$ cat src/rtl/rstcsr_pkg.sv
package rstcsr_pkg;
  localparam int unsigned DATA_W  = 32;
  localparam int unsigned FLAG_LO = 27;            // lowest meaningful bit
  localparam int unsigned FLAG_N  = DATA_W - FLAG_LO;

  localparam int unsigned B_PWRON  = 31;
  localparam int unsigned B_SWPOR  = 30;
  localparam int unsigned B_SWEXT  = 29;
  localparam int unsigned B_BTNPOR = 28;
  localparam int unsigned B_BTNEXT = 27;

  localparam logic [DATA_W-1:0] LIVE_MASK = 32'hF800_0000;
  localparam logic [DATA_W-1:0] W1C_MASK  = (32'd1 << B_PWRON) | (32'd1 << B_BTNPOR) | (32'd1 << B_BTNEXT);
  localparam logic [DATA_W-1:0] W1S_MASK  = (32'd1 << B_SWPOR) | (32'd1 << B_SWEXT);
  localparam logic [DATA_W-1:0] COLD_VAL  = (32'd1 << B_PWRON);
endpackage

$ cat src/rtl/rstcsr_decode.sv
module rstcsr_decode #(
  parameter int unsigned ADDR_W    = 16,
  parameter logic [15:0] BASE_ADDR = 16'hF020
) (
  input  logic [ADDR_W-1:0] addr,
  input  logic              wr,
  input  logic              evt,
  output logic              sel,
  output logic              wr_acc
);
  logic hit;

  assign hit    = (addr[ADDR_W-1:3] == BASE_ADDR[ADDR_W-1:3]);
  assign sel    = hit && addr[2];
  // a reset event in the same cycle discards the write
  assign wr_acc = wr && sel && !evt;
endmodule

$ cat src/rtl/rstcsr_cnt.sv
module rstcsr_cnt #(
  parameter int unsigned CNT_W = 2
) (
  input  logic clk,
  input  logic rst_n,
  input  logic inc,
  input  logic clr,
  output logic zero
);
  localparam logic [CNT_W-1:0] CNT_MAX = {CNT_W{1'b1}};

  logic [CNT_W-1:0] cnt_q;

  always_ff @(posedge clk or negedge rst_n) begin
    if (!rst_n)                         cnt_q <= '0;
    else if (clr)                       cnt_q <= '0;
    else if (inc && (cnt_q != CNT_MAX)) cnt_q <= cnt_q + 1'b1;
  end

  assign zero = (cnt_q == '0);

  a_r3_no_wrap: assert property (@(posedge clk) disable iff (!rst_n)
    (cnt_q == CNT_MAX && inc && !clr) |=> (cnt_q == CNT_MAX));

  a_r7_cnt_cleared: assert property (@(posedge clk) disable iff (!rst_n)
    clr |=> zero);
endmodule

$ cat src/rtl/rstcsr_reg.sv
module rstcsr_reg
  import rstcsr_pkg::*;
(
  input  logic              clk,
  input  logic              rst_n,
  input  logic              wr_acc,
  input  logic [DATA_W-1:0] wdata,
  input  logic              evt,
  input  logic              first,
  output logic [DATA_W-1:0] q,
  output logic              req,
  output logic              cnt_clr
);
  logic [DATA_W-1:0] wm;
  logic [FLAG_N-1:0] flags_q, flags_d;
  logic              req_d;

  assign wm = wdata & LIVE_MASK;

  always_comb begin
    flags_d = flags_q;
    req_d   = 1'b0;
    if (evt) begin
      if (first) flags_d = COLD_VAL[DATA_W-1:FLAG_LO];
    end else if (wr_acc) begin
      flags_d = (flags_q & ~(wm[DATA_W-1:FLAG_LO] & W1C_MASK[DATA_W-1:FLAG_LO]))
              | (wm[DATA_W-1:FLAG_LO] & W1S_MASK[DATA_W-1:FLAG_LO]);
      req_d   = wm[B_SWPOR] || wm[B_SWEXT];
    end
  end

  assign cnt_clr = wr_acc && wm[B_SWPOR];

  always_ff @(posedge clk or negedge rst_n) begin
    if (!rst_n) begin
      flags_q <= '0;
      req     <= 1'b0;
    end else begin
      flags_q <= flags_d;
      req     <= req_d;
    end
  end

  assign q = {flags_q, {FLAG_LO{1'b0}}};

  a_r7_req_cause: assert property (@(posedge clk) disable iff (!rst_n)
    req |-> $past(wr_acc && (wdata[B_SWPOR] || wdata[B_SWEXT])));

  a_r2_cold_load: assert property (@(posedge clk) disable iff (!rst_n)
    (evt && first) |=> (q == COLD_VAL));

  a_r3_keep: assert property (@(posedge clk) disable iff (!rst_n)
    (evt && !first) |=> $stable(q));

  a_r6_low_zero: assert property (@(posedge clk) disable iff (!rst_n)
    q[FLAG_LO-1:0] == '0);
endmodule

$ cat src/rtl/rstcsr_top.sv
module rstcsr_top
  import rstcsr_pkg::*;
#(
  parameter int unsigned ADDR_W    = 16,
  parameter logic [15:0] BASE_ADDR = 16'hF020,
  parameter int unsigned CNT_W     = 2
) (
  input  logic              clk,
  input  logic              rst_n,
  input  logic              cfg_wr,
  input  logic [ADDR_W-1:0] cfg_addr,
  input  logic [DATA_W-1:0] cfg_wdata,
  output logic [DATA_W-1:0] cfg_rdata,
  input  logic              rst_evt,
  output logic              sys_rst_req
);
  logic              sel, wr_acc, first, cnt_clr;
  logic [DATA_W-1:0] reg_q;

  rstcsr_decode #(.ADDR_W(ADDR_W), .BASE_ADDR(BASE_ADDR)) u_dec (
    .addr(cfg_addr), .wr(cfg_wr), .evt(rst_evt), .sel(sel), .wr_acc(wr_acc)
  );

  rstcsr_cnt #(.CNT_W(CNT_W)) u_cnt (
    .clk(clk), .rst_n(rst_n), .inc(rst_evt), .clr(cnt_clr), .zero(first)
  );

  rstcsr_reg u_reg (
    .clk(clk), .rst_n(rst_n), .wr_acc(wr_acc), .wdata(cfg_wdata),
    .evt(rst_evt), .first(first), .q(reg_q), .req(sys_rst_req), .cnt_clr(cnt_clr)
  );

  assign cfg_rdata = sel ? reg_q : '0;

  a_r10_collide: assert property (@(posedge clk) disable iff (!rst_n)
    (rst_evt && cfg_wr) |=> !sys_rst_req);

  a_r9_miss: assert property (@(posedge clk) disable iff (!rst_n)
    (cfg_wr && !sel && !rst_evt) |=> $stable(reg_q));
endmodule

$ cat config.mk
export PLATFORM = sky130hd
export DESIGN_NAME = rstcsr_top
export DESIGN_NICKNAME = d
export VERILOG_FILES = /design/src/rtl/rstcsr_pkg.sv /design/src/rtl/rstcsr_decode.sv /design/src/rtl/rstcsr_cnt.sv /design/src/rtl/rstcsr_reg.sv /design/src/rtl/rstcsr_top.sv
export SDC_FILE = /design/constraint.sdc
export NUM_CORES = 1
export LEC_CHECK = 0
export BUFFER_PORTS_ARGS = -buffer_cell sky130_fd_sc_hd__buf_2
export CORE_ASPECT_RATIO = 1.2
export CORE_MARGIN = 5
export CORE_UTILIZATION = 33
export DETAILED_ROUTE_END_ITERATION = 16
export PLACE_DENSITY = 0.8
export SLEW_MARGIN = 20
export SYNTH_ARGS = -nofsm -noshare
export SYNTH_HDL_FRONTEND = slang
export SYNTH_SLANG_ARGS = --single-unit
$ cat constraint.sdc
create_clock -name clk -period 3.28 [get_ports clk]
set_input_delay 0.328 -clock clk [delete_from_list [all_inputs] [get_ports clk]]
set_output_delay 0.328 -clock clk [all_outputs]
set_load 0.02 [all_outputs]
==> reports/qor.yml <==
outcome:
  run_status: "completed"
die:
  rows: 17
  die_w_um: 50.30
  start_util_pct: 34.75
  dieArea_um2: 2936
  die_h_um: 58.36
  ios: 85
  core-area_um2: 1851
clocking:
  ctsLongestPathBuffers: 2
  clk_pin_slew_ps: 50
  cts_setup_buffers: 0
  clk_latency_ps: 240
  cts_max_level: 1
  ctsResizeCount: 0
  ctsHoldBuffers: 1
  tritoncts: "built"
  numCtsBuffers: 3
  cts.sinks: 8
  root_buffer: "clkbuf_4"
critical_path:
  cp.arrival_ps: 1800
  cpMaxStageDelayCell: "or4b_1"
  critPathKind: "in -> out"
  startpoint_type: "input pin"
  cp.required_ps: 2950
  critPathMaxFanout: 5
  worstReg2RegEnd: "u_cnt.cnt_q[1]"
  end_kind: "output pin"
  crit_path_frequent_cell: "buf_2"
  slowest_delay_ps: 600
  rr_startpoint: "u_cnt.cnt_q[0]"
  path_cells: "buf_2 -> or4b_1 -> nor4b_2 -> and2_1 -> buf_2"
  reg2reg_slack_ps: 2060
  reg2regPathDepth: 4
finish:
  drive_gt1_share_pct: 34.69
  post-route-util_pct: 39.69
  area_growth_pct: 14.20
  fillers: 182
  layout_commonest_cell: "buf_2"
  n_antenna_cell: 0
  fin_nets: 154
  layout_common_cells: "buf_2, conb_1, dfrtp_1"
sta:
  slew_viol_final: 0
  fin_crit_ps: 2124
  setup_tns_ps: 0
  skew_ps: 1.088
  fin_crit_sh_pct: 64.76
  setup_violations: 0
  hold_viol_final: 0
  rsz0062_at_grt: "false"
  fmax_mhz: 470.8
detailed_routing:
  vias_per_cell: 4.094
  vias: 479
  drt_iter0_markers: 0
  drc: 0
  wire_per_inst_um: 11.26
  drt_wl_total_um: 1317
  dr.pass1.iters: 1
  detail-route-antenna-nets: 0
yosys:
  seq_area_frac_synth_pct: 31.13
  yosysWarnings: 0
  yosysUniqueCellTypes: 20
  syn_area_per_cell_um2: 9.599
  ys_ff_latch: 8
  synth_cells: 67
  netlist_area_um2: 643.1
hold_path:
  hold_class: "in -> reg"
  worstHoldPathCells: 2
  min-delay-start: "cfg_wdata[27]"
  min_to: "u_reg.flags_q[0]"
power_and_ir_drop:
  powerDensity_nw_per_um2: 412.8
  vdd_drop_max_uv: 217.0
  p_leak_uw: 0.0004245
placement:
  gp_congestion: 0.6641
  hpwl_um: 1153
  portBuffers: 28
grt:
  antenna_found_initial: 0
  grt.total_usage_pct: 8.607
  grt_pass1_wl_um: 1952
  grt_overflow: 0
  grt_pass1_vias: 453
  grt_max_degree: 9
run:
  max_cap_viol_count: 0
final cells by class:
type                    count  area (µm²)  area share (%)
multi-input cells          56       330.3           44.97
clock buffers               3       22.52           3.066
inverters                   2       7.507           1.022
flip-flops and latches      8       200.2           27.26
repair buffers             29       150.1           20.44
well taps                  19       23.77           3.237
cells by family after synthesis:
group	Yosys count	share of synthesized area [%]
DFF	8	31.13
xor gates and xnor gates	1	1.362
muxes	1	1.556
adders and majority gates	2	3.890
and+or+nand+nor	16	20.04
other	1	0.5831
buffers and inverters	29	32.68
AOI/OAI and AO/OA	9	8.756
worst max-delay path, delay by kind of cell:
family | cells | cell delay [ps]
buffers and inverters | 2 | 260
AND/OR/NAND/NOR | 3 | 1210
synth_stat cells:
cell type / n / area (µm²)
a21oi_1: 5 / 25.02
a22o_1: 2 / 17.52
a31oi_1: 1 / 6.260
and2_1: 5 / 31.28
buf_4: 27 / 202.7
conb_1: 1 / 3.750
dfrtp_1: 8 / 200.2
ha_1: 2 / 25.02
inv_1: 2 / 7.510
mux2i_1: 1 / 10.01
nand2_1: 3 / 11.26
nand4_1: 1 / 6.260
nor2_1: 1 / 3.750
nor2b_1: 1 / 6.260
nor4_4: 1 / 21.27
nor4b_2: 1 / 15.01
o21a_1: 1 / 7.510
or4b_1: 2 / 20.02
or4b_4: 1 / 13.76
xnor2_1: 1 / 8.760
routing by layer:
metal  routed length [µm]  GRT usage, %  share of wire [%]  vias to the layer above
met3                  161         2.025                 12                        0
met2                  676         14.72                 51                       31
li1                     -             -                  -                      237
met5                    0             0                  0                        -
met1                  479         9.890                 36                      211
met4                    0         4.380                  0                        0
metrics by stage:
stage | area, µm² | hold slack (ps) | instances | setup WS (ps) | power [µW]
floorplan | 740.7 | 32.41 | 93 | 1446 | 226.8
global placement | 701.9 | 171.0 | 113 | 1178 | 223.1
detailed placement | 701.9 | 178.7 | 113 | 1139 | 232.5
CTS | 734.5 | 233.2 | 117 | 1134 | 308.8
global route | 734.5 | 226.9 | 117 | 1050 | 329.3
finish | 734.5 | 240.3 | 117 | 1156 | 303.2
how the worst max path moves through the flow:
stage / startpoint / end / slack (ps) / cells after the start
after floorplan: cfg_addr[4] / cfg_rdata[27] / 1450 / 3
after global placement: cfg_addr[4] / cfg_rdata[30] / 1180 / 5
after detailed placement: cfg_addr[4] / cfg_rdata[27] / 1140 / 5
after CTS: cfg_addr[4] / cfg_rdata[29] / 1130 / 5
after global routing: cfg_addr[4] / cfg_rdata[27] / 1050 / 5
final: cfg_addr[4] / cfg_rdata[29] / 1160 / 5
registers in the layout, indices dropped and copies added (netlist names):
| name | flops |
|---|---|
| u_reg.req | 1 |
| u_reg.flags_q | 5 |
| u_cnt.cnt_q | 2 |
power by group:
group / internal (µW) / total [µW] / switching [µW]
registers: 113 / 126 / 13.2
clock network: 41.7 / 72.4 / 30.8
logic: 39.7 / 105 / 65.3
Note: power is estimated with default switching activity, not from simulation.
